`config.mk`:
```
export PLATFORM = sky130hd
export DESIGN_NAME = serclk_gen
export DESIGN_NICKNAME = d
export VERILOG_FILES = /design/src/rtl/serclk_pkg.sv /design/src/rtl/serclk_rst_sync.sv /design/src/rtl/serclk_div.sv /design/src/rtl/serclk_mode_ctrl.sv /design/src/rtl/serclk_gen.sv
export SDC_FILE = /design/constraint.sdc
export NUM_CORES = 1
export LEC_CHECK = 0
export ABC_AREA = 0
export BUFFER_PORTS_ARGS = -buffer_cell sky130_fd_sc_hd__buf_2
export CAP_MARGIN = 10
export CORE_AREA = 2 2 40 42
export DETAILED_ROUTE_END_ITERATION = 8
export DIE_AREA = 0 0 42 44
export PLACE_DENSITY_LB_ADDON = 0.3
export RECOVER_POWER = 25
export SLEW_MARGIN = 20
export SYNTH_ARGS = -nofsm -noshare
export SYNTH_HDL_FRONTEND = slang
export SYNTH_SLANG_ARGS = --single-unit
```
`constraint.sdc`:
```
create_clock -name clk_ref -period 0.8 [get_ports clk_ref]
set_clock_uncertainty 0.1 [all_clocks]
set_input_delay 0.08 -clock clk_ref [delete_from_list [all_inputs] [get_ports clk_ref]]
set_output_delay 0.08 -clock clk_ref [all_outputs]
set_load 0.005 [all_outputs]
```
`src/rtl/serclk_pkg.sv`:
```
package serclk_pkg;

  typedef enum logic {
    RATE_SLOW = 1'b0,
    RATE_FAST = 1'b1
  } rate_mode_e;

endpackage

```
`src/rtl/serclk_rst_sync.sv`:
```
module serclk_rst_sync #(
  parameter int STAGES = 2
) (
  input  logic clk_i,
  input  logic arst_ni,
  output logic rst_no
);

  localparam int LAST = STAGES - 1;

  logic [LAST:0] chain_q;
  logic [LAST:0] chain_d;

  always_comb begin
    chain_d = {chain_q[LAST-1:0], 1'b1};
  end

  always_ff @(posedge clk_i or negedge arst_ni) begin
    if (!arst_ni) begin
      chain_q <= '0;
    end else begin
      chain_q <= chain_d;
    end
  end

  assign rst_no = chain_q[LAST];

endmodule

```
`src/rtl/serclk_div.sv`:
```
module serclk_div #(
  parameter int DIV_RATIO = 100
) (
  input  logic clk_i,
  input  logic rst_ni,
  input  logic hold_i,
  output logic slow_o
);

  localparam int HALF = DIV_RATIO / 2;
  localparam int CW   = $clog2(DIV_RATIO);
  localparam logic [CW-1:0] TOP_CNT  = CW'(DIV_RATIO - 1);
  localparam logic [CW-1:0] HALF_CNT = CW'(HALF);

  logic [CW-1:0] cnt_q, cnt_d;
  logic          slow_q, slow_d;

  always_comb begin
    if (hold_i) begin
      cnt_d  = '0;
      slow_d = 1'b0;
    end else begin
      cnt_d  = (cnt_q == TOP_CNT) ? '0 : cnt_q + 1'b1;
      slow_d = (cnt_d >= HALF_CNT);
    end
  end

  always_ff @(posedge clk_i or negedge rst_ni) begin
    if (!rst_ni) begin
      cnt_q  <= '0;
      slow_q <= 1'b0;
    end else begin
      cnt_q  <= cnt_d;
      slow_q <= slow_d;
    end
  end

  assign slow_o = slow_q;


  cnt_bound_chk: assert property (@(posedge clk_i) disable iff (!rst_ni)
    cnt_q <= TOP_CNT);


  rise_at_half_chk: assert property (@(posedge clk_i) disable iff (!rst_ni)
    $rose(slow_q) |-> cnt_q == HALF_CNT);


  fall_at_zero_chk: assert property (@(posedge clk_i) disable iff (!rst_ni)
    $fell(slow_q) |-> cnt_q == '0);

endmodule

```
`src/rtl/serclk_mode_ctrl.sv`:
```
module serclk_mode_ctrl
  import serclk_pkg::*;
(
  input  logic clk_i,
  input  logic rst_ni,
  input  logic fast_req_i,
  input  logic slow_i,
  output logic hold_o,
  output logic gate_o,
  output logic fast_o
);

  rate_mode_e mode_q, mode_d;
  logic       gate_q;

  always_comb begin
    mode_d = mode_q;
    unique case (mode_q)
      RATE_SLOW: if (fast_req_i && !slow_i) mode_d = RATE_FAST;
      RATE_FAST: if (!fast_req_i)           mode_d = RATE_SLOW;
      default:                              mode_d = RATE_SLOW;
    endcase
  end

  always_ff @(posedge clk_i or negedge rst_ni) begin
    if (!rst_ni) begin
      mode_q <= RATE_SLOW;
    end else begin
      mode_q <= mode_d;
    end
  end

  // gate enable changes only while the reference is low
  always_ff @(negedge clk_i or negedge rst_ni) begin
    if (!rst_ni) begin
      gate_q <= 1'b0;
    end else begin
      gate_q <= (mode_q == RATE_FAST);
    end
  end

  assign hold_o = (mode_q == RATE_FAST) || (mode_d == RATE_FAST);
  assign gate_o = gate_q;
  assign fast_o = (mode_q == RATE_FAST);


  enter_when_low_chk: assert property (@(posedge clk_i) disable iff (!rst_ni)
    $rose(fast_o) |-> !$past(slow_i));


  slow_quiet_in_fast_chk: assert property (@(posedge clk_i) disable iff (!rst_ni)
    fast_o |-> !slow_i);


  leave_on_drop_chk: assert property (@(posedge clk_i) disable iff (!rst_ni)
    $fell(fast_o) |-> !$past(fast_req_i));

endmodule

```
`src/rtl/serclk_gen.sv`:
```
module serclk_gen
  import serclk_pkg::*;
#(
  parameter int DIV_RATIO   = 100,
  parameter int SYNC_STAGES = 2
) (
  input  logic clk_ref,
  input  logic pwr_good,
  input  logic rst_n,
  input  logic fast_req,
  output logic sclk,
  output logic fast_active
);

  logic arst_n;
  logic run_n;
  logic hold;
  logic slow_lvl;
  logic gate_en;

  assign arst_n = rst_n & pwr_good;

  serclk_rst_sync #(
    .STAGES (SYNC_STAGES)
  ) rst_sync_i (
    .clk_i   (clk_ref),
    .arst_ni (arst_n),
    .rst_no  (run_n)
  );

  serclk_div #(
    .DIV_RATIO (DIV_RATIO)
  ) div_i (
    .clk_i  (clk_ref),
    .rst_ni (run_n),
    .hold_i (hold),
    .slow_o (slow_lvl)
  );

  serclk_mode_ctrl mode_i (
    .clk_i      (clk_ref),
    .rst_ni     (run_n),
    .fast_req_i (fast_req),
    .slow_i     (slow_lvl),
    .hold_o     (hold),
    .gate_o     (gate_en),
    .fast_o     (fast_active)
  );

  assign sclk = slow_lvl | (gate_en & clk_ref);


  always @(negedge clk_ref) begin
    if (!arst_n) begin
      held_low_chk: assert (!sclk && !fast_active);
    end
  end

endmodule

```
# Word-level counts from Yosys, hierarchy flattened
# Cells that the tools add are included.
# Widths: inputs -> output; s select.
[word_totals]
inputBits = 4
latchBits = 0
ram_bits = 0
reg_bits = 12
mem_bits_ro = 0
wordCells = 21
mem_count = 0
output_inout_bits = 2
[classes]
shift = 0
n_addsub = 1
eq_ne = 1
reduce_logical = 3
order_cmp = 1
muxes = 6
multipliers = 0
n_div = 0
bitwise = 4
[op_table]
columns = ["op", "count"]
rows = [
  ["$mux 7", 2],
  ["$add 7x1->7 const B", 1],
  ["$eq 7x7->1 const B", 1],
  ["$ge 7x6->1 const B", 1],
  ["$mux 1", 3],
  ["$and 1x1->1", 2],
  ["$pmux 1 s2", 1],
  ["$logic_and 1x1->1", 1],
  ["$logic_not 1->1", 1],
  ["$logic_or 1x1->1", 1],
  ["$not 1->1", 1],
  ["$or 1x1->1", 1],
]

# Logic depth before layout (Yosys ltp)
# Gate-level depths: netlist of the first run.
[depth]
ltp_word = 6
mapped_depth = 6
mapped_depth_nobuf = 6

# Hierarchy
# A second synthesis of the first run with hierarchy kept.
[hier_totals]
hier_cells = 46
hier_area_um2 = 538.0
[modules_own_cells]
columns = ["mod", "cells_each", "area_each_um2", "seq_area_each_um2", "n_inst"]
rows = [
  ["serclk_div", 35, 395.4, 200.2, 1],
  ["serclk_mode_ctrl", 6, 75.1, 50.0, 1],
  ["serclk_rst_sync", 3, 53.8, 50.0, 1],
  ["serclk_gen", 2, 13.8, 0.0, 1],
]

==> impl_table.tex, run 1 <==
\begin{tabular}{lr}
\hline
Metric & Value \\
\hline
\multicolumn{2}{l}{\textbf{Setup path}} \\
Flop2flop setup slack & -800 ps \\
CP Class & reg2reg \\
Worst path top cell family by delay & flip-flops \\
Endpoint kind of the worst setup timing path & flip-flop \\
Reg-to-reg startpoint & div\_i.cnt\_q[0] \\
Critical path data required time & 990 ps \\
Worst flop-to-flop path endpoint & div\_i.slow\_o \\
Delay of the slowest cell on the worst path & 440 ps \\
Number of buffers and inverters on the critical path & 0 \\
Critical path launch point type & flip-flop \\
Critical Path Slowest Stage Cell & sky130\_fd\_sc\_hd\_\_dfrtp\_1 \\
Cells along the critical path & ha\_4 -> and2\_4 -> nand2\_4 -> xor2\_1 -> nor2\_1 -> a31o\_1 \\
Depth of the most critical reg-to-reg path & 6 \\
Data arrival at the endpoint of the critical path & 1790 ps \\
CP max FO & 4 \\
\multicolumn{2}{l}{\textbf{Global routing}} \\
Global-route wire length before repair & 2.75 mm \\
Maximum number of pins on one net before global-route repair & 10 \\
Via count of the first global-routing pass & 588 \\
Antenna violations before repair & 0 \\
Remaining Overflow, GRT & 0 \\
Gr usage total & 22.9\% \\
\multicolumn{2}{l}{\textbf{Run status}} \\
Status & complete, but fails checks \\
Violations in the final reports & negative setup slack \\
\multicolumn{2}{l}{\textbf{Placement}} \\
Placed insts & 86 \\
I/O Buffers & 5 \\
Dpl ws & -675 ps \\
Final Wtd Congestion & 0.743 \\
Placed wire-length estimate & 845 um \\
\multicolumn{2}{l}{\textbf{Synthesis}} \\
Leading cell type by number of instances after synthesis & sky130\_fd\_sc\_hd\_\_dfrtp\_1 \\
Adder-Cell Fraction of Synth Area & 4.61\% \\
Multiplexer fraction of the synthesized cell area & 0\% \\
Post-synth EDFFs & 0 \\
Net count of the mapped netlist & 58 \\
Average instance area after synthesis & 10.4 um2 \\
Asr flop ratio synth & 100\% \\
Total number of yosys warnings & 0 \\
Largest cells by area after synthesis & sky130\_fd\_sc\_hd\_\_dfrtp\_1 (51\%), sky130\_fd\_sc\_hd\_\_nor2\_1 (5.5\%), sky130\_fd\_sc\_hd\_\_xor2\_1 (4.8\%) \\
XOR/XNOR Fraction of Synth Area & 6.45\% \\
Unique masters post-synth & 22 \\
Compound-gate portion of the synthesized area & 12.0\% \\
Post-synthesis sequential element count & 12 \\
Netlist Area Pre-Place & 543 um2 \\
Most used flip-flop cell after synthesis & sky130\_fd\_sc\_hd\_\_dfrtp\_1 \\
Cell type with the largest total area after synthesis & sky130\_fd\_sc\_hd\_\_dfrtp\_1 \\
List of most frequent post-synthesis cells & sky130\_fd\_sc\_hd\_\_dfrtp\_1 (11), sky130\_fd\_sc\_hd\_\_nor2\_1 (8), sky130\_fd\_sc\_hd\_\_nand2\_1 (6) \\
Syn Inst Count & 52 \\
Sequential cell area fraction in the yosys report & 55.3\% \\
Area share of and/or/nand/nor cells after synthesis & 19.6\% \\
Main combinational cell family by area after synthesis & simple AND/OR/NAND/NOR gates \\
Yosys top cell area share & 50.7\% \\
\multicolumn{2}{l}{\textbf{STA}} \\
Fin. Hold Viols & 0 \\
Clock period minus final worst setup slack & 1600 ps \\
Part of the cycle the worst path needs & 200\% \\
Finish-stage setup viols & 14 \\
Unrepaired setup endpoints after global routing & true \\
Worst hold slack across all endpoints & 11.7 ps \\
Worst Setup Slack, final & -801 ps \\
Fmax & 0.625 GHz \\
Max-slew violation count & 0 \\
\multicolumn{2}{l}{\textbf{Floorplanning}} \\
Placement row count & 14 \\
Placeable Area & 1420 um2 \\
Height of the die & 44 um \\
Total Die Area & 1850 um2 \\
Starting density of the core & 38.3\% \\
Die width & 42 um \\
I/O pins & 6 \\
\multicolumn{2}{l}{\textbf{Clocking}} \\
Clock network latency to the later pin of the worst-skew pair & 390 ps \\
Post-CTS Hold Buffers & 3 \\
CTS tree & built \\
Post-CTS clock slew at the launch and capture registers of the worst setup and hold paths & 80 ps \\
\multicolumn{2}{l}{\textbf{Power and ir drop}} \\
Peak supply drop & 0.000946 V \\
Part of the power in registers & 40.6\% \\
Portion of total power attributed to combinational logic & 9.6\% \\
Post-layout total power & 1.56 mW \\
Power density of the placed cells & 1600 nW/um2 \\
Clk pwr share & 49.7\% \\
Sw Ratio & 24.9\% \\
Int Power & 1.17 mW \\
Switching pwr & 0.389 mW \\
Leakage component of the power & 0.473 nW \\
\multicolumn{2}{l}{\textbf{Final layout}} \\
Area Growth Syn to Fin & 80.2\% \\
Count of antenna diodes in the layout & 0 \\
Post-Layout Cell Count & 101 \\
Fill cell total of the finished layout & 104 \\
Fraction of layout instances using a drive strength above 1 & 63.5\% \\
Area used by multi-input combinational logic & 365 um2 \\
Net total in the final layout & 92 \\
Combined flip-flop and latch cell area & 303 um2 \\
Final core area utilization & 69.0\% \\
\multicolumn{2}{l}{\textbf{Routing}} \\
Via density per instance & 5.30 \\
Total number of vias & 535 \\
ANT nets after route & 0 \\
Final wirelength & 1.62 mm \\
DRC & 0 \\
DRC violation total after the first TritonRoute iteration & 14 \\
Total iterations of the first detailed-routing run & 4 \\
Average detailed-routed wire length per instance & 16.1 um \\
\multicolumn{2}{l}{\textbf{Job}} \\
Reported max-cap violation count & 0 \\
\multicolumn{2}{l}{\textbf{Worst hold path}} \\
Hold Crit Class & in2async \\
\hline
\end{tabular}
worst max-delay path by stage:
stage,start,end,slack [ps],depth (start not counted)
6_report,div_i.cnt_q[0],div_i.slow_o,-800,6
5_1_grt,div_i.cnt_q[1],div_i.slow_o,-890,6
4_1_cts,mode_i.gate_o,sclk,-770,3
3_5_place_dp,div_i.cnt_q[1],div_i.slow_o,-680,6
3_3_place_gp,div_i.cnt_q[0],div_i.slow_o,-660,6
2_1_floorplan,div_i.cnt_q[0],div_i.slow_o,-630,6
timing repair:
action | in CTS | in global routing
cloned | 0 | 0
pin swaps | 15 | 6
endpoints found under the hold margin | 10 | 1
setup endpoints to repair | 14 | 14
gates resized for setup | 22 | 13
buffers inserted | 3 | 2
flip-flops by register name (all words and copies together), names as in the netlist:
name and cells:
div_i.cnt_q 7, rst_sync_i.chain_q 2, div_i.slow_o 1, mode_i.fast_o 1, mode_i.gate_o 1
power groups by stage:
stage                     sequential, mW  combinational (mW)  clock (mW)
after detailed placement           0.645              0.0777      0.0505
final                              0.635               0.150       0.778
after global routing               0.637               0.163       0.853
after CTS                          0.634               0.119       0.803
after floorplan                    0.651              0.0271      0.0288
after global placement             0.644              0.0762      0.0505
worst min-delay path, stage by stage:
cell and delay [ps]:
sky130_fd_sc_hd__dlygate4sd3_1 520, sky130_fd_sc_hd__buf_2 100, sky130_fd_sc_hd__and2_0 160
metal layers:
| layer | wire [um] | share of wire [%] | global-route usage, % | vias up |
|---|---|---|---|---|
| li1 | - | - | - | 245 |
| met1 | 571 | 35 | 21.9 | 260 |
| met2 | 892 | 55 | 37.5 | 18 |
| met3 | 55 | 3.4 | 7.92 | 12 |
| met4 | 103 | 6.3 | 23.9 | 0 |
| met5 | 0 | 0 | 0 | - |
cell type report:
type / instances / area share [%]
repair buffers: 25 / 22.4
well taps: 16 / 2.05
flip-flops and latches: 12 / 30.9
inverters: 2 / 0.767
clock buffers: 8 / 6.52
multi-input cells: 38 / 37.3
cell usage in the layout (no fill, tap or decap):
cell	synthesis	layout
sky130_fd_sc_hd__nor2_1	8	3
sky130_fd_sc_hd__nand2_8	0	1
sky130_fd_sc_hd__nand2_4	0	3
sky130_fd_sc_hd__dfrtp_1	11	9
sky130_fd_sc_hd__nand2_1	6	2
sky130_fd_sc_hd__buf_6	0	9
sky130_fd_sc_hd__clkbuf_4	0	6
sky130_fd_sc_hd__dlygate4sd3_1	0	3
sky130_fd_sc_hd__buf_4	0	9
sky130_fd_sc_hd__ha_4	0	2
sky130_fd_sc_hd__conb_1	1	1
sky130_fd_sc_hd__nor2b_2	0	1
sky130_fd_sc_hd__a21oi_2	0	2
sky130_fd_sc_hd__dfrtp_2	0	2
sky130_fd_sc_hd__xor2_1	3	2
sky130_fd_sc_hd__nand4_1	1	1
sky130_fd_sc_hd__a31o_1	1	1
sky130_fd_sc_hd__nor2_2	0	2
sky130_fd_sc_hd__o221ai_2	1	1
sky130_fd_sc_hd__o21a_1	1	1
sky130_fd_sc_hd__xnor2_2	0	1
sky130_fd_sc_hd__clkbuf_2	0	1
sky130_fd_sc_hd__o221a_2	1	1
sky130_fd_sc_hd__dfrtn_1	1	1
sky130_fd_sc_hd__and2_4	0	1
sky130_fd_sc_hd__and2_0	0	1
sky130_fd_sc_hd__a21oi_1	3	1
sky130_fd_sc_hd__nor3_4	0	1
sky130_fd_sc_hd__nand3_1	2	2
sky130_fd_sc_hd__inv_2	0	2
sky130_fd_sc_hd__buf_2	0	4
sky130_fd_sc_hd__a21o_1	1	1
sky130_fd_sc_hd__nor2_4	0	3
sky130_fd_sc_hd__clkbuf_8	0	1
sky130_fd_sc_hd__and3_1	1	1
sky130_fd_sc_hd__xor2_2	0	1
sky130_fd_sc_hd__nand3b_1	1	1
cells by family after synthesis:
| kind of cell | count (synthesis) |
|---|---|
| XOR/XNOR | 4 |
| adder cells (fa/ha/maj) | 2 |
| flip-flops | 12 |
| AND/OR/NAND/NOR | 23 |
| AO/OA/AOI/OAI | 8 |
| buffers and inverters | 2 |
| other | 1 |
through the flow:
step           setup TNS [ps]  cell area, um2
4_1_cts                 -5710             905
3_5_place_dp            -5050             709
3_3_place_gp            -4800             709
5_1_grt                 -7040             978
6_report                -6350             978
2_1_floorplan           -3530             567
Note: power is estimated with default switching activity, not from simulation.
==> run 2, diff against run 1 <==
Settings changed: PLACE_DENSITY_LB_ADDON 0.3 to 0.12.
==> run 2 against run 1 <==
  * The run ends with negative hold slack, negative setup slack left
  * Largest power group unchanged
  * Highest routed layer unchanged
  * Largest cell class unchanged
  * Die area did not move
  * Non-clock buffer count fell by 1
  * Combinational power fell by 20%
==> impl_table.tex, run 2 (synthesis results as in run 1) <==
\begin{tabular}{lr}
\hline
Metric & Value \\
\hline
\multicolumn{2}{l}{\textbf{Run status}} \\
Violations in the final reports & negative hold slack, negative setup slack \\
Status & complete, but fails checks \\
\multicolumn{2}{l}{\textbf{Worst hold path}} \\
Instance count along the most critical hold path & 3 \\
Hold Crit Class & in2reg \\
\multicolumn{2}{l}{\textbf{Final layout}} \\
Count of antenna diodes in the layout & 0 (unchanged) \\
Fill cell total of the finished layout & 116 (+12\%) \\
Biggest registers after layout & div\_i.cnt\_q (7), rst\_sync\_i.chain\_q (2) \\
Flip-flop count of the largest register, all copies and words added & 7 (unchanged) \\
Fraction of layout instances using a drive strength above 1 & 61.9\% (-1.6 points) \\
Net total in the final layout & 91 (-1.1\%) \\
Highest-count cells in the layout ignoring fill and taps & sky130\_fd\_sc\_hd\_\_buf\_4 (11), sky130\_fd\_sc\_hd\_\_dfrtp\_1 (8), sky130\_fd\_sc\_hd\_\_clkbuf\_4 (6) \\
Register with the most flip-flops & div\_i.cnt\_q \\
Commonest non-fill, non-tap cell in the layout & sky130\_fd\_sc\_hd\_\_buf\_4 \\
Area Growth Syn to Fin & 72.8\% \\
\multicolumn{2}{l}{\textbf{Setup path}} \\
Endpoint kind of the worst setup timing path & primary output \\
CP Class & reg2out \\
Depth of the most critical reg-to-reg path & 6 (unchanged) \\
Critical path launch point type & flip-flop \\
Data arrival at the endpoint of the critical path & 1380 ps (-410 ps) \\
CP max FO & 1 (-3) \\
Critical path data required time & 620 ps (-370 ps) \\
\multicolumn{2}{l}{\textbf{Placement}} \\
Final Wtd Congestion & 0.726 (-2.3\%) \\
I/O Buffers & 5 (unchanged) \\
Dpl ws & -690 ps (-14.3 ps) \\
Placed wire-length estimate & 787 um (-6.9\%) \\
\multicolumn{2}{l}{\textbf{Power and ir drop}} \\
Leakage component of the power & 0.447 nW (-5.5\%) \\
Post-layout total power & 1.51 mW (-3.7\%) \\
Peak supply drop & 0.00109 V (+15\%) \\
Power density of the placed cells & 1600 nW/um2 (+0.44\%) \\
\multicolumn{2}{l}{\textbf{Clocking}} \\
CTS tree & built \\
Clock network latency to the later pin of the worst-skew pair & 390 ps (about the same) \\
Post-CTS Hold Buffers & 3 (unchanged) \\
Post-CTS clock slew at the launch and capture registers of the worst setup and hold paths & 80 ps (about the same) \\
\multicolumn{2}{l}{\textbf{Routing}} \\
Average detailed-routed wire length per instance & 12.8 um (-21\%) \\
Via density per instance & 4.90 (-7.5\%) \\
DRC violation total after the first TritonRoute iteration & 8 (-6) \\
Final wirelength & 1.28 mm (-21\%) \\
Total iterations of the first detailed-routing run & 4 (unchanged) \\
ANT nets after route & 0 (unchanged) \\
Total number of vias & 490 (-8.4\%) \\
DRC & 0 (unchanged) \\
\multicolumn{2}{l}{\textbf{Floorplanning}} \\
Height of the die & 44 um (unchanged) \\
Starting density of the core & 38.3\% (unchanged) \\
Die width & 42 um (unchanged) \\
Placement row count & 14 (unchanged) \\
I/O pins & 6 (unchanged) \\
Total Die Area & 1850 um2 (unchanged) \\
Placeable Area & 1420 um2 (unchanged) \\
\multicolumn{2}{l}{\textbf{Global routing}} \\
Remaining Overflow, GRT & 0 (unchanged) \\
Global-route wire length before repair & 2.24 mm (-18\%) \\
Via count of the first global-routing pass & 527 (-10\%) \\
Gr usage total & 18.0\% (-4.9 points) \\
Maximum number of pins on one net before global-route repair & 10 (unchanged) \\
Antenna violations before repair & 0 (unchanged) \\
\multicolumn{2}{l}{\textbf{STA}} \\
Worst hold slack across all endpoints & -76.1 ps (-87.8 ps) \\
Worst Setup Slack, final & -763 ps (+37.9 ps) \\
Fin. Hold Viols & 6 (+6) \\
Unrepaired setup endpoints after global routing & true \\
Max-slew violation count & 0 (unchanged) \\
Finish-stage setup viols & 14 (unchanged) \\
\multicolumn{2}{l}{\textbf{Job}} \\
Reported max-cap violation count & 0 (unchanged) \\
\hline
\end{tabular}
## run 2: timing repair
item                                   in CTS  in global routing
setup endpoints to repair                  14                 14
pin swaps                                  13                 13
resized for setup                          19                 11
endpoints found under the hold margin      10                  6
setup buffers                               3                  5
## run 2: routing by layer
layer,wire [um],GRT usage (%),up-vias
met5,0,0,-
met1,534,19.1,233
li1,-,-,239
met4,22,18.1,0
met2,678,27.8,14
met3,40,5.83,4
## run 2: critical path: stages (launching register included)
cell                      delay [ps]
sky130_fd_sc_hd__dfrtn_1         390
sky130_fd_sc_hd__nand2_1          50
sky130_fd_sc_hd__nand2_1          50
sky130_fd_sc_hd__buf_2           100
## run 2: area by class of cell
cell class / instances / area (um2) / share of cell area, %
clock buffer: 8 / 63.8 / 6.80
inverter: 2 / 7.51 / 0.800
multi-input combinational: 38 / 349 / 37.2
sequential: 12 / 304 / 32.4
tap: 16 / 20.0 / 2.13
timing repair buffer: 24 / 194 / 20.7
## run 2: path summary, 6_finish.rpt
kind	endpoint	slack, ps	start
worst min-delay path	div_i.cnt_q[4]	-80	fast_req
worst min register to register	div_i.cnt_q[6]	130	rst_sync_i.chain_q[1]
max in group asynchronous	div_i.cnt_q[3]	250	rst_sync_i.chain_q[1]
min in group asynchronous	rst_sync_i.chain_q[1]	10	pwr_good
worst max-delay path	sclk	-760	mode_i.gate_o
worst max register to register	div_i.slow_o	-660	div_i.cnt_q[0]
## run 2: metrics by stage
| stage | TNS (ps) | cell area [um2] | cells | utilization [%] |
|---|---|---|---|---|
| final | -5350 | 938 | 100 | 66.1 |
| after global routing | -5960 | 938 | 100 | 66.1 |
| after global placement | -5020 | 709 | 86 | 50.0 |
| after detailed placement | -4980 | 709 | 86 | 50.0 |
| after CTS | -5560 | 898 | 99 | 63.3 |
| after floorplan | -3530 | 567 | 52 | - |
## run 2: power breakdown
group | total (mW) | leakage (nW) | switching, mW | internal, mW
registers | 0.636 | 0.154 | 0.0140 | 0.622
logic | 0.120 | 0.245 | 0.0523 | 0.0678
clock network | 0.750 | 0.0477 | 0.281 | 0.469
total | 1.51 | 0.447 | 0.347 | 1.16
